### src/rtl/asram_pkg.sv
package asram_pkg;

   typedef enum logic [2:0] {
      ST_IDLE,
      ST_RD_ACCESS,
      ST_RD_CAPTURE,
      ST_WR_SETUP,
      ST_WR_PULSE,
      ST_WR_RECOVER,
      ST_TURN
   } ctl_state_e;

   typedef struct packed {
      logic ce_n;
      logic oe_n;
      logic we_n;
      logic dq_oe;
   } strobe_t;

   // Round an interval up to whole clock cycles, never below one.
   function automatic int unsigned ps_to_cyc(int unsigned t_ps, int unsigned clk_ps);
      int unsigned q;
      q = (t_ps + clk_ps - 1) / clk_ps;
      return (q < 1) ? 1 : q;
   endfunction

   function automatic int unsigned umax(int unsigned a, int unsigned b);
      return (a > b) ? a : b;
   endfunction

   // Pin levels wanted in each controller state.
   function automatic strobe_t strobes_for(ctl_state_e s);
      strobe_t p;
      p = '{ce_n: 1'b1, oe_n: 1'b1, we_n: 1'b1, dq_oe: 1'b0};
      case (s)
         ST_RD_ACCESS, ST_RD_CAPTURE: begin
            p.ce_n = 1'b0;
            p.oe_n = 1'b0;
         end
         ST_WR_SETUP, ST_WR_RECOVER: begin
            p.ce_n  = 1'b0;
            p.dq_oe = 1'b1;
         end
         ST_WR_PULSE: begin
            p.ce_n  = 1'b0;
            p.we_n  = 1'b0;
            p.dq_oe = 1'b1;
         end
         default: ;
      endcase
      return p;
   endfunction

endpackage

### src/rtl/asram_seq.sv
module asram_seq
   import asram_pkg::*;
#(
   parameter int unsigned ACC_CYC   = 3,
   parameter int unsigned PULSE_CYC = 2,
   parameter int unsigned TURN_CYC  = 2
) (
   input  logic    clk,
   input  logic    rst_n,
   input  logic    req_valid,
   input  logic    req_write,
   output logic    req_ready,
   output logic    accept,
   output logic    capture,
   output strobe_t strb
);

   localparam int unsigned CNT_MAX = umax(umax(ACC_CYC, PULSE_CYC), TURN_CYC);
   localparam int unsigned CNT_W   = $clog2(CNT_MAX + 1);
   localparam logic [CNT_W-1:0] ACC_LD   = CNT_W'(ACC_CYC - 1);
   localparam logic [CNT_W-1:0] PULSE_LD = CNT_W'(PULSE_CYC - 1);
   localparam logic [CNT_W-1:0] TURN_LD  = CNT_W'(TURN_CYC - 1);
   localparam int unsigned QW = $clog2(TURN_CYC + 1) + 1;
   localparam int unsigned WW = $clog2(PULSE_CYC + 1) + 1;

   ctl_state_e       state_q, state_d;
   logic [CNT_W-1:0] cnt_q, cnt_d;
   logic             last_rd_q, last_rd_d;
   strobe_t          strb_q;

   assign req_ready = (state_q == ST_IDLE);
   assign accept    = req_ready & req_valid;
   assign capture   = (state_q == ST_RD_CAPTURE);
   assign strb      = strb_q;

   always_comb begin
      state_d   = state_q;
      cnt_d     = (cnt_q != '0) ? cnt_q - 1'b1 : cnt_q;
      last_rd_d = last_rd_q;
      case (state_q)
         ST_IDLE: begin
            if (req_valid) begin
               if (req_write) begin
                  last_rd_d = 1'b0;
                  if (last_rd_q) begin
                     state_d = ST_TURN;
                     cnt_d   = TURN_LD;
                  end else begin
                     state_d = ST_WR_SETUP;
                  end
               end else begin
                  last_rd_d = 1'b1;
                  state_d   = ST_RD_ACCESS;
                  cnt_d     = ACC_LD;
               end
            end
         end
         ST_RD_ACCESS:  if (cnt_q == '0) state_d = ST_RD_CAPTURE;
         ST_RD_CAPTURE: state_d = ST_IDLE;
         ST_TURN:       if (cnt_q == '0) state_d = ST_WR_SETUP;
         ST_WR_SETUP: begin
            state_d = ST_WR_PULSE;
            cnt_d   = PULSE_LD;
         end
         ST_WR_PULSE:   if (cnt_q == '0) state_d = ST_WR_RECOVER;
         ST_WR_RECOVER: state_d = ST_IDLE;
         default:       state_d = ST_IDLE;
      endcase
   end

   always_ff @(posedge clk) begin
      if (!rst_n) begin
         state_q   <= ST_IDLE;
         cnt_q     <= '0;
         last_rd_q <= 1'b0;
         strb_q    <= strobes_for(ST_IDLE);
      end else begin
         state_q   <= state_d;
         cnt_q     <= cnt_d;
         last_rd_q <= last_rd_d;
         strb_q    <= strobes_for(state_d);
      end
   end

   // Observers for the timing assertions.
   logic [QW-1:0] oe_quiet_q;
   logic [WW-1:0] we_len_q;

   always_ff @(posedge clk) begin
      if (!rst_n) begin
         oe_quiet_q <= QW'(TURN_CYC);
         we_len_q   <= '0;
      end else begin
         if (!strb_q.oe_n)                   oe_quiet_q <= '0;
         else if (oe_quiet_q < QW'(TURN_CYC)) oe_quiet_q <= oe_quiet_q + 1'b1;
         if (!strb_q.we_n) begin
            if (we_len_q < WW'(PULSE_CYC + 1)) we_len_q <= we_len_q + 1'b1;
         end else begin
            we_len_q <= '0;
         end
      end
   end

   AST_WE_UNDER_CE: assert property (@(posedge clk) disable iff (!rst_n)
      !strb_q.we_n |-> !strb_q.ce_n);
   AST_WE_OE_HIGH: assert property (@(posedge clk) disable iff (!rst_n)
      !strb_q.we_n |-> strb_q.oe_n);
   AST_WE_WIDTH: assert property (@(posedge clk) disable iff (!rst_n)
      $rose(strb_q.we_n) |-> (we_len_q >= WW'(PULSE_CYC)));
   AST_DATA_UNDER_WE: assert property (@(posedge clk) disable iff (!rst_n)
      !strb_q.we_n |-> strb_q.dq_oe);
   AST_NO_BUS_FIGHT: assert property (@(posedge clk) disable iff (!rst_n)
      !strb_q.oe_n |-> !strb_q.dq_oe);
   AST_TURN_GAP: assert property (@(posedge clk) disable iff (!rst_n)
      $rose(strb_q.dq_oe) |-> (oe_quiet_q >= QW'(TURN_CYC)));
   AST_IDLE_PARKED: assert property (@(posedge clk) disable iff (!rst_n)
      req_ready |-> (strb_q.ce_n && strb_q.we_n && !strb_q.dq_oe));

endmodule

### src/rtl/asram_dpath.sv
module asram_dpath #(
   parameter int unsigned ADDR_W = 17,
   parameter int unsigned DATA_W = 8
) (
   input  logic              clk,
   input  logic              rst_n,
   input  logic              accept,
   input  logic              capture,
   input  logic [ADDR_W-1:0] req_addr,
   input  logic [DATA_W-1:0] req_wdata,
   input  logic [DATA_W-1:0] dq_in,
   output logic [ADDR_W-1:0] mem_addr,
   output logic [DATA_W-1:0] dq_out,
   output logic              rd_valid,
   output logic [DATA_W-1:0] rd_data
);

   logic [ADDR_W-1:0] addr_q;
   logic [DATA_W-1:0] wdata_q, rdata_q;
   logic              rvalid_q;

   always_ff @(posedge clk) begin
      if (!rst_n) begin
         addr_q   <= '0;
         wdata_q  <= '0;
         rdata_q  <= '0;
         rvalid_q <= 1'b0;
      end else begin
         if (accept) begin
            addr_q  <= req_addr;
            wdata_q <= req_wdata;
         end
         rvalid_q <= capture;
         if (capture) rdata_q <= dq_in;
      end
   end

   assign mem_addr = addr_q;
   assign dq_out   = wdata_q;
   assign rd_valid = rvalid_q;
   assign rd_data  = rdata_q;

   AST_RDV_SINGLE: assert property (@(posedge clk) disable iff (!rst_n)
      rvalid_q |=> !rvalid_q);

endmodule

### src/rtl/asram_ctrl.sv
module asram_ctrl
   import asram_pkg::*;
#(
   parameter int unsigned ADDR_W   = 17,
   parameter int unsigned DATA_W   = 8,
   parameter int unsigned CLK_PS   = 5000,
   parameter int unsigned T_ACC_PS = 12000,
   parameter int unsigned T_WP_PS  = 9000,
   parameter int unsigned T_DS_PS  = 9000,
   parameter int unsigned T_HZ_PS  = 6000
) (
   input  logic              clk,
   input  logic              rst_n,
   input  logic              req_valid,
   output logic              req_ready,
   input  logic              req_write,
   input  logic [ADDR_W-1:0] req_addr,
   input  logic [DATA_W-1:0] req_wdata,
   output logic              rd_valid,
   output logic [DATA_W-1:0] rd_data,
   output logic              sram_ce_n,
   output logic              sram_oe_n,
   output logic              sram_we_n,
   output logic [ADDR_W-1:0] sram_addr,
   output logic [DATA_W-1:0] sram_dq_out,
   output logic              sram_dq_oe,
   input  logic [DATA_W-1:0] sram_dq_in
);

   localparam int unsigned ACC_CYC   = ps_to_cyc(T_ACC_PS, CLK_PS);
   localparam int unsigned PULSE_CYC = umax(ps_to_cyc(T_WP_PS, CLK_PS),
                                            ps_to_cyc(T_DS_PS, CLK_PS));
   localparam int unsigned TURN_CYC  = ps_to_cyc(T_HZ_PS, CLK_PS);

   if (CLK_PS == 0) begin : g_bad_clk
      $error("asram_ctrl: CLK_PS must be non-zero");
   end
   if (ADDR_W < 1 || ADDR_W > 30) begin : g_bad_addr
      $error("asram_ctrl: ADDR_W out of range");
   end
   if (DATA_W < 1) begin : g_bad_data
      $error("asram_ctrl: DATA_W must be positive");
   end

   logic    accept, capture;
   strobe_t strb;

   asram_seq #(
      .ACC_CYC  (ACC_CYC),
      .PULSE_CYC(PULSE_CYC),
      .TURN_CYC (TURN_CYC)
   ) u_seq (
      .clk      (clk),
      .rst_n    (rst_n),
      .req_valid(req_valid),
      .req_write(req_write),
      .req_ready(req_ready),
      .accept   (accept),
      .capture  (capture),
      .strb     (strb)
   );

   asram_dpath #(
      .ADDR_W(ADDR_W),
      .DATA_W(DATA_W)
   ) u_dpath (
      .clk      (clk),
      .rst_n    (rst_n),
      .accept   (accept),
      .capture  (capture),
      .req_addr (req_addr),
      .req_wdata(req_wdata),
      .dq_in    (sram_dq_in),
      .mem_addr (sram_addr),
      .dq_out   (sram_dq_out),
      .rd_valid (rd_valid),
      .rd_data  (rd_data)
   );

   assign sram_ce_n  = strb.ce_n;
   assign sram_oe_n  = strb.oe_n;
   assign sram_we_n  = strb.we_n;
   assign sram_dq_oe = strb.dq_oe;

   AST_ADDR_HELD: assert property (@(posedge clk) disable iff (!rst_n)
      (!sram_ce_n && $past(!sram_ce_n)) |-> $stable(sram_addr));
   AST_READY_BUSY: assert property (@(posedge clk) disable iff (!rst_n)
      (req_valid && req_ready) |=> !req_ready);

endmodule

### config.mk
export PLATFORM = sky130hd
export DESIGN_NAME = asram_ctrl
export DESIGN_NICKNAME = d
export VERILOG_FILES = /design/src/rtl/asram_pkg.sv /design/src/rtl/asram_seq.sv /design/src/rtl/asram_dpath.sv /design/src/rtl/asram_ctrl.sv
export SDC_FILE = /design/constraint.sdc
export NUM_CORES = 1
export LEC_CHECK = 0
export ABC_AREA = 0
export BUFFER_PORTS_ARGS = -buffer_cell sky130_fd_sc_hd__buf_2
export CORE_MARGIN = 2
export CORE_UTILIZATION = 46
export DETAILED_ROUTE_END_ITERATION = 8
export GPL_ROUTABILITY_DRIVEN = 0
export GPL_TIMING_DRIVEN = 0
export PLACE_DENSITY = 0.85
export SYNTH_ARGS = -nofsm -noshare
export SYNTH_HDL_FRONTEND = slang
export SYNTH_SLANG_ARGS = --single-unit
### constraint.sdc
create_clock -name clk -period 1.75 [get_ports clk]
set_clock_uncertainty 0.2 [all_clocks]
set_input_delay 0.35 -clock clk [delete_from_list [all_inputs] [get_ports clk]]
set_output_delay 0.35 -clock clk [all_outputs]
set_load 0.02 [all_outputs]
# Yosys cells after proc, flatten, opt, wreduce, memory -nomap -nowiden
# Index checks and enable logic that the tools add are counted.
# op_classes
n_addsub,1
eq_ne,10
muxes,17
n_bitwise,1
n_reduce_logical,7
# ops
op,count
two-way mux 3 bit,6
one-hot mux 3 bit (5 select lines),1
"== test 3 x 2 -> 1 bit, second input constant",4
"== test 3 bit, second input constant",4
two-way mux 2 bit,4
"== test 3 x 1 -> 1 bit, second input constant",2
two-way mux 1 bit,5
OR reduction 5 bit,1
one-hot mux 2 bit (2 select lines),1
logical NOT 3 bit,1
OR reduction 3 bit,1
logical NOT 2 bit,1
AND reduction 2 bit,1
nonzero test 2 bit,1
OR reduction 2 bit,1
"subtractor 2 x 1 -> 2 bit, second input constant",1
bitwise AND 1 bit,1
# word_totals
reg_bits,44
in_bits,37
out_inout_bits,39
word_cells,47

# Logic depth before layout (Yosys ltp)
# Gate-level depths: netlist of run 1.
# depth
word_depth,7
mapped_depth,7
ltp_nobuf,5

# By module
# Synthesis of run 1 repeated with hierarchy kept, for this count alone.
# unflattened
hier_cells,161
area_unflattened_um2,1786.7
# by_module_without_submodules
module,instances,cells_each,area_per_inst_um2,seq_area_each_um2
asram_dpath,1,108,1293.7,680.7
asram_seq,1,53,493.0,200.2

# Worst setup path after synthesis of run 1
# Ideal clock, no wire load.
# synth_timing
path_kind,register to register
startpoint,register u_seq.state_q[0]
endpoint,register u_dpath.wdata_q[2] (netlist: u_dpath.dq_out[2])
setup_ns,0.070
arrival_ns,1.295
required_ns,1.480
slack_ns,0.185
path_stages_with_launch,8
path_buffers,3
period_less_slack_ns,1.565
cell_sequence,dfxtp_1 -> buf_6 -> nor3_4 -> and2_1 -> buf_4 -> buf_6 -> nand2_1 -> a21boi_1
# synth_between
elab_chain_cells,2
# synth_rtl
item,line_no,rtl
from (decl),asram_seq.sv:26,"ctl_state_e state_q, state_d;"
from (signal assigned),asram_seq.sv:78,state_q <= state_d;
logical NOT 3 bit,asram_seq.sv:31,assign req_ready = (state_q == ST_IDLE);
named net req_ready,asram_ctrl.sv:15,"output logic req_ready,"
bitwise AND 1 bit,asram_seq.sv:32,assign accept = req_ready & req_valid;
to (signal assigned),asram_dpath.sv:31,wdata_q <= req_wdata;
to (decl),asram_dpath.sv:19,"logic [DATA_W-1:0] wdata_q, rdata_q;"
# The timed path passes the listed nets, and every way through them passes these cells.
# A chain may end at the register's enable or synchronous reset.

# Worst setup path in the final report of run 1
# layout_timing
startpoint,register u_seq.state_q[0]
endpoint,output req_ready
# layout_between
elab_chain_cells,1
# layout_rtl
item,line_no
logical NOT 3 bit,asram_seq.sv:31
to (decl),asram_ctrl.sv:15
# Every way passes these cells.

==> results of run 1 <==
==> sequential cells by signal (all words and copies together) (netlist names) <==
register and cells:
u_dpath.mem_addr 17, u_dpath.dq_out 8, u_dpath.rd_data 8, u_seq.strb 4, u_seq.state_q 3, u_seq.cnt_q 2, u_dpath.rd_valid 1, u_seq.last_rd_q 1
==> path summary, 6_finish.rpt <==
| kind | startpoint | to | cells after the start |
|---|---|---|---|
| hold reg to reg | u_dpath.mem_addr[8]$_SDFFE_PN0P_ | u_dpath.mem_addr[8]$_SDFFE_PN0P_ | 2 |
| setup / recovery | u_seq.state_q[0]$_SDFF_PN0_ | req_ready | 3 |
| setup reg to reg | u_seq.state_q[2]$_SDFF_PN0_ | u_seq.strb[3]$_SDFF_PN1_ | 5 |
| hold / removal | req_wdata[0] | u_dpath.dq_out[0]$_SDFFE_PN0P_ | 3 |
==> what timing repair did <==
| item | 4_1_cts | 5_1_grt |
|---|---|---|
| endpoints found under the hold margin | 0 | 0 |
| resized for setup | 0 | 2 |
| setup endpoints to repair | 0 | 3 |
| hold buffers | 0 | 0 |
==> layout make-up <==
| type | count | area [um2] |
|---|---|---|
| Buffer | 12 | 82.6 |
| Clock buffer | 6 | 72.6 |
| Clock inverter | 1 | 5.00 |
| Fill cell | 326 | 1400 |
| Inverter | 2 | 7.51 |
| Multi-Input combinational cell | 133 | 778 |
| Sequential cell | 44 | 882 |
| Tap cell | 48 | 60.1 |
| Timing Repair Buffer | 74 | 373 |
==> synth_stat cells <==
library cell and number:
a21boi_0 5, a21boi_1 20, a21oi_1 6, a21oi_2 1, a31o_1 1, a31oi_1 2
a32oi_1 1, and2_1 2, and2_2 2, and2b_2 1, buf_2 2, buf_4 1
buf_6 4, clkbuf_1 4, clkbuf_2 1, dfxtp_1 44, inv_1 2, mux2i_1 8
nand2_1 53, nand2_2 1, nand3_1 3, nand4_1 1, nor2_1 3, nor2_2 1
nor2b_1 10, nor2b_2 2, nor3_4 1, nor3b_1 3, nor4_1 1, o21ai_0 1
o21ai_1 1, o22ai_1 1, o32a_2 1, xnor2_1 1
==> metrics by stage <==
step                util, %  power, mW  hold slack, ps
finish                 61.8       2.25            88.9
detailed placement     59.5       1.69             244
global placement       59.5       1.67             238
floorplan                 -       1.51             285
global route           61.8       2.37            83.5
CTS                    61.7       2.28            81.5
==> report_power, final <==
group	switching (mW)	internal (mW)
sequential	0.0477	1.09
combinational	0.309	0.221
clock	0.318	0.271
total	0.675	1.58
==> kinds of logic after synthesis <==
group	count (synthesis)	share of synthesized area, %
flip-flops	44	50.4
AO/OA/AOI/OAI	40	16.2
XOR/XNOR	1	0.501
multiplexers	8	4.58
AND/OR/NAND/NOR	84	23.2
buffers and inverters	14	5.15
==> tightest hold or removal path: cells and delay by family <==
family                 cells  cell delay (ps)
AOI/OAI and AO/OA          1               50
buffers and inverters      1               90
and+or+nand+nor            1               40
==> metal layers <==
metal	wire (um)	GRT usage (%)	vias to the layer above
li1	-	-	793
met1	1680	20.8	682
met2	1790	30.7	56
met3	276	6.16	4
met4	30	5.99	0
met5	0	0	-
==> out/metrics.cfg, run 1 <==
[detailed_routing]
drcViolationCount = 0
drt-total-wl_um = 3780
via_per_inst = 4.80
drtAntennaViolNets = 0
wl_per_cell_um = 11.8
drtIter0Drc = 79
num_vias = 1535
drt_pre_antenna_iters = 4

[floorplanning]
start_util_pct = 47.8
die_height_um = 65.7
die_w_um = 65.7
core_um2 = 3660
dieArea_um2 = 4310
fp-row-count = 22
io_pins = 76

[critical_path]
cp.buffers_inverters = 2
critPathKind = flop to primary output
crit_path_top_delay_cell = dfxtp_1
arrival_ps = 1140
critPathMaxFanout = 9
reg2reg_setup_slack_ps = 100
required_ps = 1200
cpPeakStageDelay_ps = 310
start_kind = flop
critPathCaptureType = primary output
crit_chain = buf_6, nor3_4, buf_4
cp_top_family = flip-flops

[synth]
netlist_instances = 191
synth-seq-cells = 44
synth_top_area_share_pct = 50.4
synth-seq-area-share_pct = 50.4
ys_warn_count = 0
synthTopCellsByArea = dfxtp_1 (50%), nand2_1 (11%), a21boi_1 (8.6%)
syn_avg_cell_area_um2 = 9.16
synth_area_leader_cell = dfxtp_1
syn_area_um2 = 1750
syn-num-nets = 228
synth_cell_types = 34

[run_status]
status = finished, final reports clean

[layout]
mostFrequentLayoutCells = buf_2 (75), nand2_1 (53), dfxtp_1 (43)
postLayoutCellArea_um2 = 2260
num_antenna_cells = 0
final_layout_size_suffix_gt1_share_pct = 36.4
area_growth_pct = 29.3
layout.nets = 309
final_common_cell = buf_2
fin_cells = 320

[placed_design]
dpl.hpwl_um = 2830
dp_worst_setup_slack_ps = 112
place_inst = 313
placed_area_um2 = 2180
io_buffers = 74

[clock_network]
cts_max_path_buffers = 2
htreeDepth = 2
cts_setup_buffers = 0
clkSinkCount = 44
cts_buffers = 5
tritoncts = built
clkLatencyLatePin_ps = 290
clkTransAtPathRegs_ps = 70
cts_root_buf = clkbuf_8

[pwr]
vdd_drop_max_uv = 648
power.density_nw_per_um2 = 997
p_leak_nw = 1.02

[timing]
timing.final.crit_share_pct = 96.6
maxSlewHeadroom_pct = 75.1
setup_tns_ps = 0
setup_ws_ps = 59.2
worst_slew_pin_slew_ps = 373
setup_viol = 0
max_freq_mhz = 591
hold_violations = 0
min_period_ps = 1690
slew_viol_final = 0
rsz0062_at_grt = no

[global_routing]
grt_usage_pct = 18.0
first_global_vias = 1359
antenna_found_initial = 0
grt_max_degree = 13
grt_overflow_total = 0
grt_pass1_wl_um = 5990

[min_path]
hp-class = input port to flop

[job]
drv_cap = 0

(Power assumes the default switching activity.)
==> run 2, diff against run 1 <==
Settings changed: CELL_PAD_IN_SITES_DETAIL_PLACEMENT set to 1, CELL_PAD_IN_SITES_GLOBAL_PLACEMENT set to 2, CORE_UTILIZATION 46 to 26.
==> run 2 against run 1 <==
Compared with the run above:
- fmax up 1.7%
- global-route usage down 5.7 points
- worst hold slack better by 9.0 ps
- register-to-register slack better by 50 ps
- clock power up 7.8%
- via count up 2.5%
- utilization down 26 points
- setup slack better by 28 ps
- critical path depth unchanged
- final cell count up 9.4%
- non-clock buffer count unchanged
- power up 2.4%
==> out/metrics.cfg, run 2 (synthesis results as in run 1) <==
[layout]
multi_input_area_um2 = 778
mostFrequentLayoutCells = buf_2 (75), nand2_1 (53), dfxtp_1 (42)
layout.nets = 309
area_growth_pct = 32.1
postLayoutCellArea_um2 = 2310
final_layout_size_suffix_gt1_share_pct = 36.6
final_common_cell = buf_2
largest_reg_flops = 17
num_antenna_cells = 0
fillers = 785
register_area_um2 = 883

[floorplanning]
core_um2 = 6420
dieArea_um2 = 7400
start_util_pct = 27.2
die_w_um = 86.0
fp-row-count = 29
io_pins = 76
die_height_um = 86.0

[global_routing]
grt_pass1_wl_um = 7280
antenna_found_initial = 0
grt_overflow_total = 0
grt_max_degree = 13
first_global_vias = 1599
grt_usage_pct = 12.2

[critical_path]
arrival_ps = 1110
start_kind = flop
critPathMaxFanout = 9
crit_chain = buf_6, nor3_4, buf_4
cp_top_family = flip-flops
crit_path_top_delay_cell = dfxtp_1
required_ps = 1200
critPathCaptureType = primary output
cp.buffers_inverters = 2
critPathKind = flop to primary output
cpPeakStageDelay_ps = 310

[detailed_routing]
drtIter0Drc = 19
wl_per_cell_um = 12.5
num_vias = 1573
drt-total-wl_um = 4390
via_per_inst = 4.49
drtAntennaViolNets = 0
drt_pre_antenna_iters = 2
drcViolationCount = 0

[timing]
rsz0062_at_grt = no
hold_violations = 0
holdWs_ps = 97.9
timing.final.crit_share_pct = 95.0
worst_slew_pin_slew_ps = 379
maxSlewHeadroom_pct = 74.7
setup_tns_ps = 0
slew_viol_final = 0
min_period_ps = 1660
setup_viol = 0
max_freq_mhz = 601
setup_ws_ps = 87.4

[pwr]
vdd_drop_max_uv = 397
p_leak_nw = 1.02
power.density_nw_per_um2 = 999

[placed_design]
placed_area_um2 = 2220
dpl.hpwl_um = 3250
dp_worst_setup_slack_ps = 102
io_buffers = 74

[run_status]
status = finished, final reports clean

[clock_network]
htreeDepth = 2
cts_setup_buffers = 0
clkSinkCount = 44
clkLatencyLatePin_ps = 280
cts_root_buf = clkbuf_8
tritoncts = built
clkTransAtPathRegs_ps = 80
cts_max_path_buffers = 2
cts_buffers = 5

[job]
drv_cap = 0

[min_path]
hp-class = input port to flop

run 2: changes by cell type in the layout (fill, tap and decap cells not counted):
cell | before | now
dfxtp_2 | 1 | 2
dfxtp_1 | 43 | 42
clkinv_2 | 1 | 0
clkbuf_8 | 5 | 6
clkbuf_1 | 5 | 6
run 2: final cells by class:
type,instances,area share (%)
buffer,12,3.57
tap,77,4.17
clock buffer,8,3.90
multi-input combinational,133,33.7
sequential,44,38.2
inverter,2,0.325
timing repair buffer,74,16.1
run 2: per-stage QoR:
| step | cells | power, mW | utilization, % |
|---|---|---|---|
| floorplan | 191 | 1.51 | - |
| global placement | 342 | 1.69 | 34.5 |
| detailed placement | 342 | 1.70 | 34.5 |
| CTS | 350 | 2.35 | 35.9 |
| global route | 350 | 2.47 | 36.0 |
| finish | 350 | 2.31 | 36.0 |
run 2: timing repair:
item                       in CTS  in global routing
gates resized for setup         0                  3
hold buffers                    0                  0
setup endpoints to repair       0                  4
run 2: where the power goes:
group	total, mW	internal [mW]	switching [mW]
logic	0.537	0.221	0.316
registers	1.14	1.09	0.0486
clock network	0.636	0.322	0.314
total	2.31	1.63	0.679
run 2: final timing paths:
kind / endpoint / depth (start not counted) / slack (ps) / from
min reg2reg: u_dpath.dq_out[2]$_SDFFE_PN0P_ / 2 / 260 / u_dpath.dq_out[2]$_SDFFE_PN0P_
max: req_ready / 3 / 90 / u_seq.state_q[0]$_SDFF_PN0_
max reg2reg: u_seq.strb[2]$_SDFF_PN1_ / 5 / 150 / u_seq.state_q[1]$_SDFF_PN0_
min: u_dpath.mem_addr[8]$_SDFFE_PN0P_ / 3 / 100 / req_addr[8]
run 2: routing by layer:
metal / track usage (%) / vias to the layer above / part of all wire, %
met3: 4.62 / 2 / 8.5
li1: - / 793 / -
met4: 3.03 / 0 / 0.39
met1: 15.8 / 721 / 47
met5: 0 / - / 0
met2: 19.2 / 57 / 44
run 2: worst register-to-register path: stages, from the launching register on:
cell and delay (ps):
dfxtp_2 370, nor2_2 150, nand2_1 80, o32a_2 390, xnor2_1 180, nand3_1 100
